==> src/rtl/mcp_pkg.sv <==
package mcp_pkg;
  // index width that never collapses to zero bits
  function automatic int idx_w(input int n);
    return (n <= 1) ? 1 : $clog2(n);
  endfunction

  function automatic int max3(input int a, input int b, input int c);
    int m;
    m = (a > b) ? a : b;
    return (m > c) ? m : c;
  endfunction
endpackage

==> src/rtl/mcp_cost_argmin.sv <==
module mcp_cost_argmin import mcp_pkg::*; #(
  parameter int NUM_MC = 4,
  parameter int LOAD_W = 12,
  parameter int RATE_W = 8,
  parameter int DIST_W = 4,
  parameter int WGT_W  = 8,
  localparam int IDX_W  = idx_w(NUM_MC),
  localparam int COST_W = max3(LOAD_W, RATE_W, DIST_W) + WGT_W + 2
) (
  input  logic                       clk,
  input  logic                       rst_n,
  input  logic [NUM_MC*LOAD_W-1:0]   load_i,
  input  logic [NUM_MC*RATE_W-1:0]   rate_i,
  input  logic [NUM_MC*DIST_W-1:0]   dist_i,
  input  logic [WGT_W-1:0]           w_load_i,
  input  logic [WGT_W-1:0]           w_rate_i,
  input  logic [WGT_W-1:0]           w_dist_i,
  output logic [IDX_W-1:0]           win_o
);
  logic [COST_W-1:0] cost [NUM_MC];

  for (genvar j = 0; j < NUM_MC; j++) begin : g_cost
    assign cost[j] = COST_W'(w_load_i) * COST_W'(load_i[j*LOAD_W +: LOAD_W])
                   + COST_W'(w_rate_i) * COST_W'(rate_i[j*RATE_W +: RATE_W])
                   + COST_W'(w_dist_i) * COST_W'(dist_i[j*DIST_W +: DIST_W]);
  end

  always_comb begin
    logic [COST_W-1:0] best;
    best  = cost[0];
    win_o = '0;
    for (int j = 1; j < NUM_MC; j++) begin
      if (cost[j] < best) begin   // strict: earlier index keeps ties
        best  = cost[j];
        win_o = IDX_W'(j);
      end
    end
  end

  for (genvar j = 0; j < NUM_MC; j++) begin : g_chk
    // winner is not beaten by any controller
    p_min_r2: assert property (@(posedge clk) disable iff (!rst_n)
      cost[win_o] <= cost[j]);
    // equal cost never goes to a higher index
    p_tie_r3: assert property (@(posedge clk) disable iff (!rst_n)
      (cost[j] == cost[win_o]) |-> (win_o <= IDX_W'(j)));
  end
endmodule

==> src/rtl/mcp_vote.sv <==
module mcp_vote import mcp_pkg::*; #(
  parameter int NUM_MC = 4,
  parameter int DEPTH  = 5,
  localparam int IDX_W = idx_w(NUM_MC),
  localparam int CNT_W = $clog2(DEPTH + 1)
) (
  input  logic                     clk,
  input  logic                     rst_n,
  input  logic [DEPTH*IDX_W-1:0]   hist_i,
  input  logic [CNT_W-1:0]         fill_i,
  output logic [IDX_W-1:0]         win_o
);
  logic [CNT_W-1:0] tally [NUM_MC];

  always_comb begin
    for (int m = 0; m < NUM_MC; m++) begin
      tally[m] = '0;
      for (int e = 0; e < DEPTH; e++) begin
        if ((e < int'(fill_i)) && (hist_i[e*IDX_W +: IDX_W] == IDX_W'(m)))
          tally[m] = tally[m] + CNT_W'(1);
      end
    end
  end

  always_comb begin
    logic [CNT_W-1:0] top;
    top   = tally[0];
    win_o = '0;
    for (int m = 1; m < NUM_MC; m++) begin
      if (tally[m] > top) begin
        top   = tally[m];
        win_o = IDX_W'(m);
      end
    end
  end

  for (genvar m = 0; m < NUM_MC; m++) begin : g_chk
    // the vote winner has the top count, lowest index on a tie
    p_top_r7: assert property (@(posedge clk) disable iff (!rst_n)
      tally[win_o] >= tally[m]);
    p_tie_r7: assert property (@(posedge clk) disable iff (!rst_n)
      (tally[m] == tally[win_o]) |-> (win_o <= IDX_W'(m)));
  end
endmodule

==> src/rtl/mcp_hist_store.sv <==
module mcp_hist_store import mcp_pkg::*; #(
  parameter int NUM_THR = 16,
  parameter int DEPTH   = 5,
  parameter int NUM_MC  = 4,
  parameter int TS_W    = 32,
  localparam int IDX_W  = idx_w(NUM_MC),
  localparam int TID_W  = idx_w(NUM_THR),
  localparam int CNT_W  = $clog2(DEPTH + 1),
  localparam int HW     = DEPTH * IDX_W
) (
  input  logic              clk,
  input  logic              rst_n,
  input  logic [TID_W-1:0]  tid_i,
  output logic [HW-1:0]     hist_o,
  output logic [CNT_W-1:0]  fill_o,
  output logic [TS_W-1:0]   ts_o,
  input  logic              upd_i,
  input  logic              push_i,
  input  logic [IDX_W-1:0]  push_val_i,
  input  logic [TS_W-1:0]   upd_ts_i
);
  logic [HW-1:0]    hist_q [NUM_THR];
  logic [CNT_W-1:0] fill_q [NUM_THR];
  logic [TS_W-1:0]  ts_q   [NUM_THR];

  assign hist_o = hist_q[tid_i];
  assign fill_o = fill_q[tid_i];
  assign ts_o   = ts_q[tid_i];

  always_ff @(posedge clk or negedge rst_n) begin
    if (!rst_n) begin
      for (int t = 0; t < NUM_THR; t++) begin
        hist_q[t] <= '0;
        fill_q[t] <= '0;
        ts_q[t]   <= '0;
      end
    end else if (upd_i) begin
      for (int t = 0; t < NUM_THR; t++) begin
        if (tid_i == TID_W'(t)) begin
          ts_q[t] <= upd_ts_i;
          if (push_i) begin
            // newest in the low field, oldest falls off the top
            hist_q[t] <= {hist_q[t][HW-IDX_W-1:0], push_val_i};
            if (fill_q[t] != CNT_W'(DEPTH))
              fill_q[t] <= fill_q[t] + CNT_W'(1);
          end
        end
      end
    end
  end

  for (genvar t = 0; t < NUM_THR; t++) begin : g_chk
    // a push lands as the newest entry
    p_push_r8: assert property (@(posedge clk) disable iff (!rst_n)
      (upd_i && push_i && tid_i == TID_W'(t)) |=>
        (hist_q[t][IDX_W-1:0] == $past(push_val_i)));
    // a shortcut leaves the record untouched
    p_keep_r8: assert property (@(posedge clk) disable iff (!rst_n)
      (upd_i && !push_i && tid_i == TID_W'(t)) |=>
        ($stable(hist_q[t]) && $stable(fill_q[t])));
    // other threads' state does not move
    p_iso_r10: assert property (@(posedge clk) disable iff (!rst_n)
      (tid_i != TID_W'(t)) |=> ($stable(hist_q[t]) && $stable(ts_q[t])));
  end
endmodule

==> src/rtl/mc_picker.sv <==
module mc_picker import mcp_pkg::*; #(
  parameter int NUM_MC     = 4,
  parameter int NUM_CORE   = 16,
  parameter int NUM_THR    = 16,
  parameter int HIST_DEPTH = 5,
  parameter int WINDOW     = 5000,
  parameter int LOAD_W     = 12,
  parameter int RATE_W     = 8,
  parameter int DIST_W     = 4,
  parameter int WGT_W      = 8,
  parameter int TS_W       = 32,
  parameter int RST_ALPHA  = 10,
  parameter int RST_BETA   = 20,
  parameter int RST_LAMBDA = 100,
  localparam int IDX_W  = idx_w(NUM_MC),
  localparam int TID_W  = idx_w(NUM_THR),
  localparam int CORE_W = idx_w(NUM_CORE),
  localparam int CNT_W  = $clog2(HIST_DEPTH + 1),
  localparam int ROW_W  = NUM_MC * DIST_W
) (
  input  logic                             clk,
  input  logic                             rst_n,
  input  logic                             cfg_wr_i,
  input  logic [WGT_W-1:0]                 cfg_alpha_i,
  input  logic [WGT_W-1:0]                 cfg_beta_i,
  input  logic [WGT_W-1:0]                 cfg_lambda_i,
  input  logic [NUM_MC*LOAD_W-1:0]         load_i,
  input  logic [NUM_MC*RATE_W-1:0]         rate_i,
  input  logic [NUM_CORE*ROW_W-1:0]        dist_i,
  input  logic                             req_valid_i,
  output logic                             req_ready_o,
  input  logic [TID_W-1:0]                 req_tid_i,
  input  logic [CORE_W-1:0]                req_core_i,
  input  logic [TS_W-1:0]                  req_ts_i,
  output logic                             rsp_valid_o,
  input  logic                             rsp_ready_i,
  output logic [IDX_W-1:0]                 rsp_mc_o
);
  logic [WGT_W-1:0] w_a_q, w_b_q, w_c_q;
  logic [ROW_W-1:0] dist_row;
  logic [IDX_W-1:0] cost_win, vote_win, choice;
  logic [HIST_DEPTH*IDX_W-1:0] thr_hist;
  logic [CNT_W-1:0] thr_fill;
  logic [TS_W-1:0]  thr_ts, gap;
  logic             fire, fast;

  always_ff @(posedge clk or negedge rst_n) begin
    if (!rst_n) begin
      w_a_q <= WGT_W'(RST_ALPHA);
      w_b_q <= WGT_W'(RST_BETA);
      w_c_q <= WGT_W'(RST_LAMBDA);
    end else if (cfg_wr_i) begin
      w_a_q <= cfg_alpha_i;
      w_b_q <= cfg_beta_i;
      w_c_q <= cfg_lambda_i;
    end
  end

  assign dist_row = dist_i[int'(req_core_i)*ROW_W +: ROW_W];

  mcp_cost_argmin #(
    .NUM_MC(NUM_MC), .LOAD_W(LOAD_W), .RATE_W(RATE_W),
    .DIST_W(DIST_W), .WGT_W(WGT_W)
  ) u_cost (
    .clk(clk), .rst_n(rst_n),
    .load_i(load_i), .rate_i(rate_i), .dist_i(dist_row),
    .w_load_i(w_a_q), .w_rate_i(w_b_q), .w_dist_i(w_c_q),
    .win_o(cost_win)
  );

  mcp_hist_store #(
    .NUM_THR(NUM_THR), .DEPTH(HIST_DEPTH), .NUM_MC(NUM_MC), .TS_W(TS_W)
  ) u_hist (
    .clk(clk), .rst_n(rst_n), .tid_i(req_tid_i),
    .hist_o(thr_hist), .fill_o(thr_fill), .ts_o(thr_ts),
    .upd_i(fire), .push_i(!fast), .push_val_i(cost_win), .upd_ts_i(req_ts_i)
  );

  mcp_vote #(.NUM_MC(NUM_MC), .DEPTH(HIST_DEPTH)) u_vote (
    .clk(clk), .rst_n(rst_n),
    .hist_i(thr_hist), .fill_i(thr_fill), .win_o(vote_win)
  );

  assign gap    = req_ts_i - thr_ts;   // modular difference
  assign fast   = (thr_fill != '0) && (gap <= TS_W'(WINDOW));
  assign choice = fast ? vote_win : cost_win;

  assign req_ready_o = !rsp_valid_o || rsp_ready_i;
  assign fire        = req_valid_i && req_ready_o;

  always_ff @(posedge clk or negedge rst_n) begin
    if (!rst_n) begin
      rsp_valid_o <= 1'b0;
      rsp_mc_o    <= '0;
    end else if (fire) begin
      rsp_valid_o <= 1'b1;
      rsp_mc_o    <= choice;
    end else if (rsp_ready_i) begin
      rsp_valid_o <= 1'b0;
    end
  end

  // a stalled response holds
  p_hold_r9: assert property (@(posedge clk) disable iff (!rst_n)
    (rsp_valid_o && !rsp_ready_i) |=> (rsp_valid_o && $stable(rsp_mc_o)));
  // no intake while the slot is stuck
  p_stall_r9: assert property (@(posedge clk) disable iff (!rst_n)
    (rsp_valid_o && !rsp_ready_i) |-> !req_ready_o);
  // an accepted request answers next cycle
  p_answer_r2: assert property (@(posedge clk) disable iff (!rst_n)
    fire |=> rsp_valid_o);
  // shortcut answers come from the vote
  p_fast_r6: assert property (@(posedge clk) disable iff (!rst_n)
    (fire && fast) |=> (rsp_mc_o == $past(vote_win)));
  // an empty record is always scored
  p_empty_r5: assert property (@(posedge clk) disable iff (!rst_n)
    (fire && thr_fill == '0) |=> (rsp_mc_o == $past(cost_win)));
endmodule

==> config.mk <==
export PLATFORM = sky130hd
export DESIGN_NAME = mc_picker
export DESIGN_NICKNAME = d
export VERILOG_FILES = /design/src/rtl/mcp_pkg.sv /design/src/rtl/mcp_cost_argmin.sv /design/src/rtl/mcp_vote.sv /design/src/rtl/mcp_hist_store.sv /design/src/rtl/mc_picker.sv
export SDC_FILE = /design/constraint.sdc
export NUM_CORES = 2
export LEC_CHECK = 0
export ABC_AREA = 1
export BUFFER_PORTS_ARGS = -buffer_cell sky130_fd_sc_hd__clkbuf_2
export CORE_MARGIN = 2
export CORE_UTILIZATION = 30
export CTS_BUF_LIST = sky130_fd_sc_hd__clkbuf_16
export CTS_CLUSTER_DIAMETER = 150
export DETAILED_ROUTE_END_ITERATION = 6
export PLACE_DENSITY = 0.49
export RECOVER_POWER = 50
export SYNTH_ARGS = -nofsm -noshare
export SYNTH_HDL_FRONTEND = slang
export SYNTH_HIERARCHICAL = 1
export SYNTH_SLANG_ARGS = --single-unit
==> constraint.sdc <==
create_clock -name clk -period 12.4 [get_ports clk]
set_input_delay 1.24 -clock clk [delete_from_list [all_inputs] [get_ports clk]]
set_output_delay 1.24 -clock clk [all_outputs]
set_load 0.02 [all_outputs]
==> impl_metrics.json <==
{
  "die_w_um": 493,
  "cp_slowest_stage_delay_ps": 560,
  "syn_to_final_growth_pct": 12.8,
  "nets": 11800,
  "setup_viol": 0,
  "initial_core_util": 0.301,
  "min_period_over_period": 0.944,
  "wirelength_um": 244000,
  "hold_path_class": "register to register",
  "synthSimpleGateAreaFrac": 0.254,
  "ys_ff_latch": 747,
  "synth_fp_nets": 11500,
  "rsz0062_at_grt": "no",
  "cts.sinks": 747,
  "criticalPathCategory": "input pin to register",
  "gr-usage-all-layers": 0.199,
  "synthXorXnorAreaFrac": 0.0126,
  "yosysWarnings": 6,
  "cts_buffer_depth": 3,
  "gp_congestion": 0.902,
  "ctsHoldBuffers": 0,
  "antenna_found_initial": 37,
  "seq_area_frac_synth": 0.261,
  "fin_crit_ps": 11710,
  "async_flop_share": 1.00,
  "cts_tree": "built",
  "num_io_pins": 409,
  "portBuffers": 408,
  "synth_top_family_by_area": "adder cells",
  "path_common_cell": "nand2_1",
  "clkTransAtPathRegs_ps": 60,
  "ant_nets": 0,
  "critPathArrivalTime_ps": 12280,
  "slew-limit-headroom": -2.19,
  "wl_per_cell_um": 18.1,
  "grt_pass1_vias": 62300,
  "fmaxAchievable_ghz": 0.0854,
  "dieHeight_um": 493,
  "cp.required_ps": 12980,
  "dpl.hpwl_um": 174000,
  "syn_area_um2": 71600,
  "synth_edf_count": 0,
  "tightestPinTransition_ps": 4790,
  "status": "complete, but fails checks",
  "final_util": 0.340,
  "slowest_stage": "fa_1",
  "hold_viol": 0,
  "yosysUniqueCellTypes": 66,
  "slew_violations": 658,
  "drt_pre_antenna_iters": 7,
  "core_area_um2": 238000,
  "syn_inst": 10000,
  "grt_max_degree": 186,
  "drc": 0,
  "violations": "max-capacitance violations, max-slew violations",
  "cts_buffers": 94,
  "clock_skew_ps": 40.2,
  "synthAdderAreaFrac": 0.258,
  "synth_compound_area_frac": 0.0771,
  "synthMuxAreaShare": 0.0135,
  "cts_root_buf": "clkbuf_16",
  "vias": 62500,
  "crit_fanout": 22,
  "cp-end-kind": "register",
  "htreeDepth": 3,
  "drt_iter0_drc": 4681,
  "drive_above_1_share": 0.0962,
  "grt_overflow": 0,
  "drt-vias-per-instance": 4.63,
  "row_count": 179,
  "clock_latency_ps": 740,
  "grt_pass1_wl_um": 377000,
  "dieArea_um2": 243000,
  "synth-main-ff-cell": "dfrtp_1",
  "cp-start-kind": "input pin",
  "drv_cap": 6,
  "avgSynthCellArea_um2": 7.15
}
-- Yosys cell counts, types with 19 or more instances --
cell type / instances / area, µm²
ha_1: 492 / 6160
nand4_1: 33 / 206
fa_1: 616 / 12300
buf_1: 56 / 210
mux2i_1: 64 / 641
nor2_2: 19 / 119
o21ai_0: 714 / 3570
clkbuf_2: 72 / 360
dfrtp_1: 740 / 18500
clkbuf_1: 296 / 1110
a21oi_1: 186 / 931
mux2_2: 26 / 293
inv_2: 26 / 97.6
o211ai_1: 67 / 503
buf_2: 97 / 485
xor2_1: 69 / 604
nand2_2: 33 / 206
nand2_1: 4189 / 15700
inv_1: 1730 / 6490
o21ai_1: 43 / 215
nor2_1: 112 / 420
nand3_1: 154 / 771
xnor2_1: 34 / 298
-- timing repair --
item / CTS / global route
setup endpoints to repair: 0 / 34
endpoints found under the hold margin: 0 / 0
resized for setup: 0 / 45
setup buffers: 0 / 2
-- cell families (layout without fill, tap and decap cells) --
| group | after synthesis | after routing |
|---|---|---|
| compound gates | 1050 | 1050 |
| xor+xnor | 103 | 103 |
| fa+ha+maj | 1108 | 1108 |
| buf+inv | 2288 | 2606 |
| flops | 747 | 747 |
| mux | 92 | 92 |
| other cells | 0 | 15 |
| simple gates | 4620 | 4621 |
-- through the flow --
step | std cells | cell area, µm² | setup TNS (ps) | worst slack [ps] | hold WS [ps]
final | 13500 | 80800 | 0 | 692 | 473
after global routing | 13500 | 80800 | 0 | 30.1 | 492
after CTS | 13500 | 80600 | 0 | 113 | 474
after detailed placement | 13300 | 77600 | -18970 | -614 | 459
after global placement | 13300 | 77600 | -18460 | -585 | 456
after floorplan | 10000 | 71600 | 0 | 407 | 442
-- layer usage --
| layer | vias to the layer above | GRT usage | routed length (µm) |
|---|---|---|---|
| met3 | 329 | 0.0212 | 11900 |
| met5 | - | 0 | 13 |
| li1 | 30400 | - | - |
| met4 | 2 | 0.0590 | 6960 |
| met1 | 30100 | 0.271 | 110000 |
| met2 | 1663 | 0.333 | 115000 |
-- final timing paths --
path                                    from            endpoint  slack (ps)  cells past startpoint
min in group asynchronous              rst_n    u_hist/ts_q[135]        2150                      1
min                        u_hist/hist_q[48]   u_hist/hist_q[48]         470                      2
max                            req_core_i[0]  u_hist/hist_q[151]         690                     62
max in group asynchronous              rst_n   u_hist/hist_q[97]        3710                      2
min reg2reg                u_hist/hist_q[48]   u_hist/hist_q[48]         470                      2
max reg2reg                         w_a_q[3]  u_hist/hist_q[151]        1250                     57
-- state kept, by name, indices dropped and copies added (netlist names) --
name           count
rsp_mc_o           2
rsp_valid_o        1
u_hist/fill_q     48
u_hist/hist_q    160
u_hist/ts_q      512
w_a_q              8
w_b_q              8
w_c_q              8
-- worst max-delay path: cells and delay by family --
kind,cells,cell delay (ps)
simple gates,25,2790
compound gates,11,1630
xor+xnor,1,230
buf+inv,14,1590
fa+ha+maj,11,4750
-- cell usage in the layout (no fill, tap or decap), types with 111 or more instances in the layout --
cell,instances
nand3_1,153
nand2_1,4179
inv_1,1744
o21ai_0,702
a21oi_1,184
fa_1,616
buf_4,246
ha_1,491
clkbuf_2,402
nor2_1,111
dfrtp_1,734
-- area by class of cell --
| type | instances | area, µm² |
|---|---|---|
| timing repair buffer | 672 | 4240 |
| antenna | 15 | 37.5 |
| inverter | 1761 | 6630 |
| multi-input combinational | 6974 | 44200 |
| sequential | 747 | 18700 |
| clock inverter | 79 | 631 |
| fill | 25500 | 157000 |
| tap | 3167 | 3960 |
| clock buffer | 94 | 2350 |
Power is left out: the tool's default activity adds up to more than one toggle a clock period on the data nets, which glitch-free logic cannot reach.
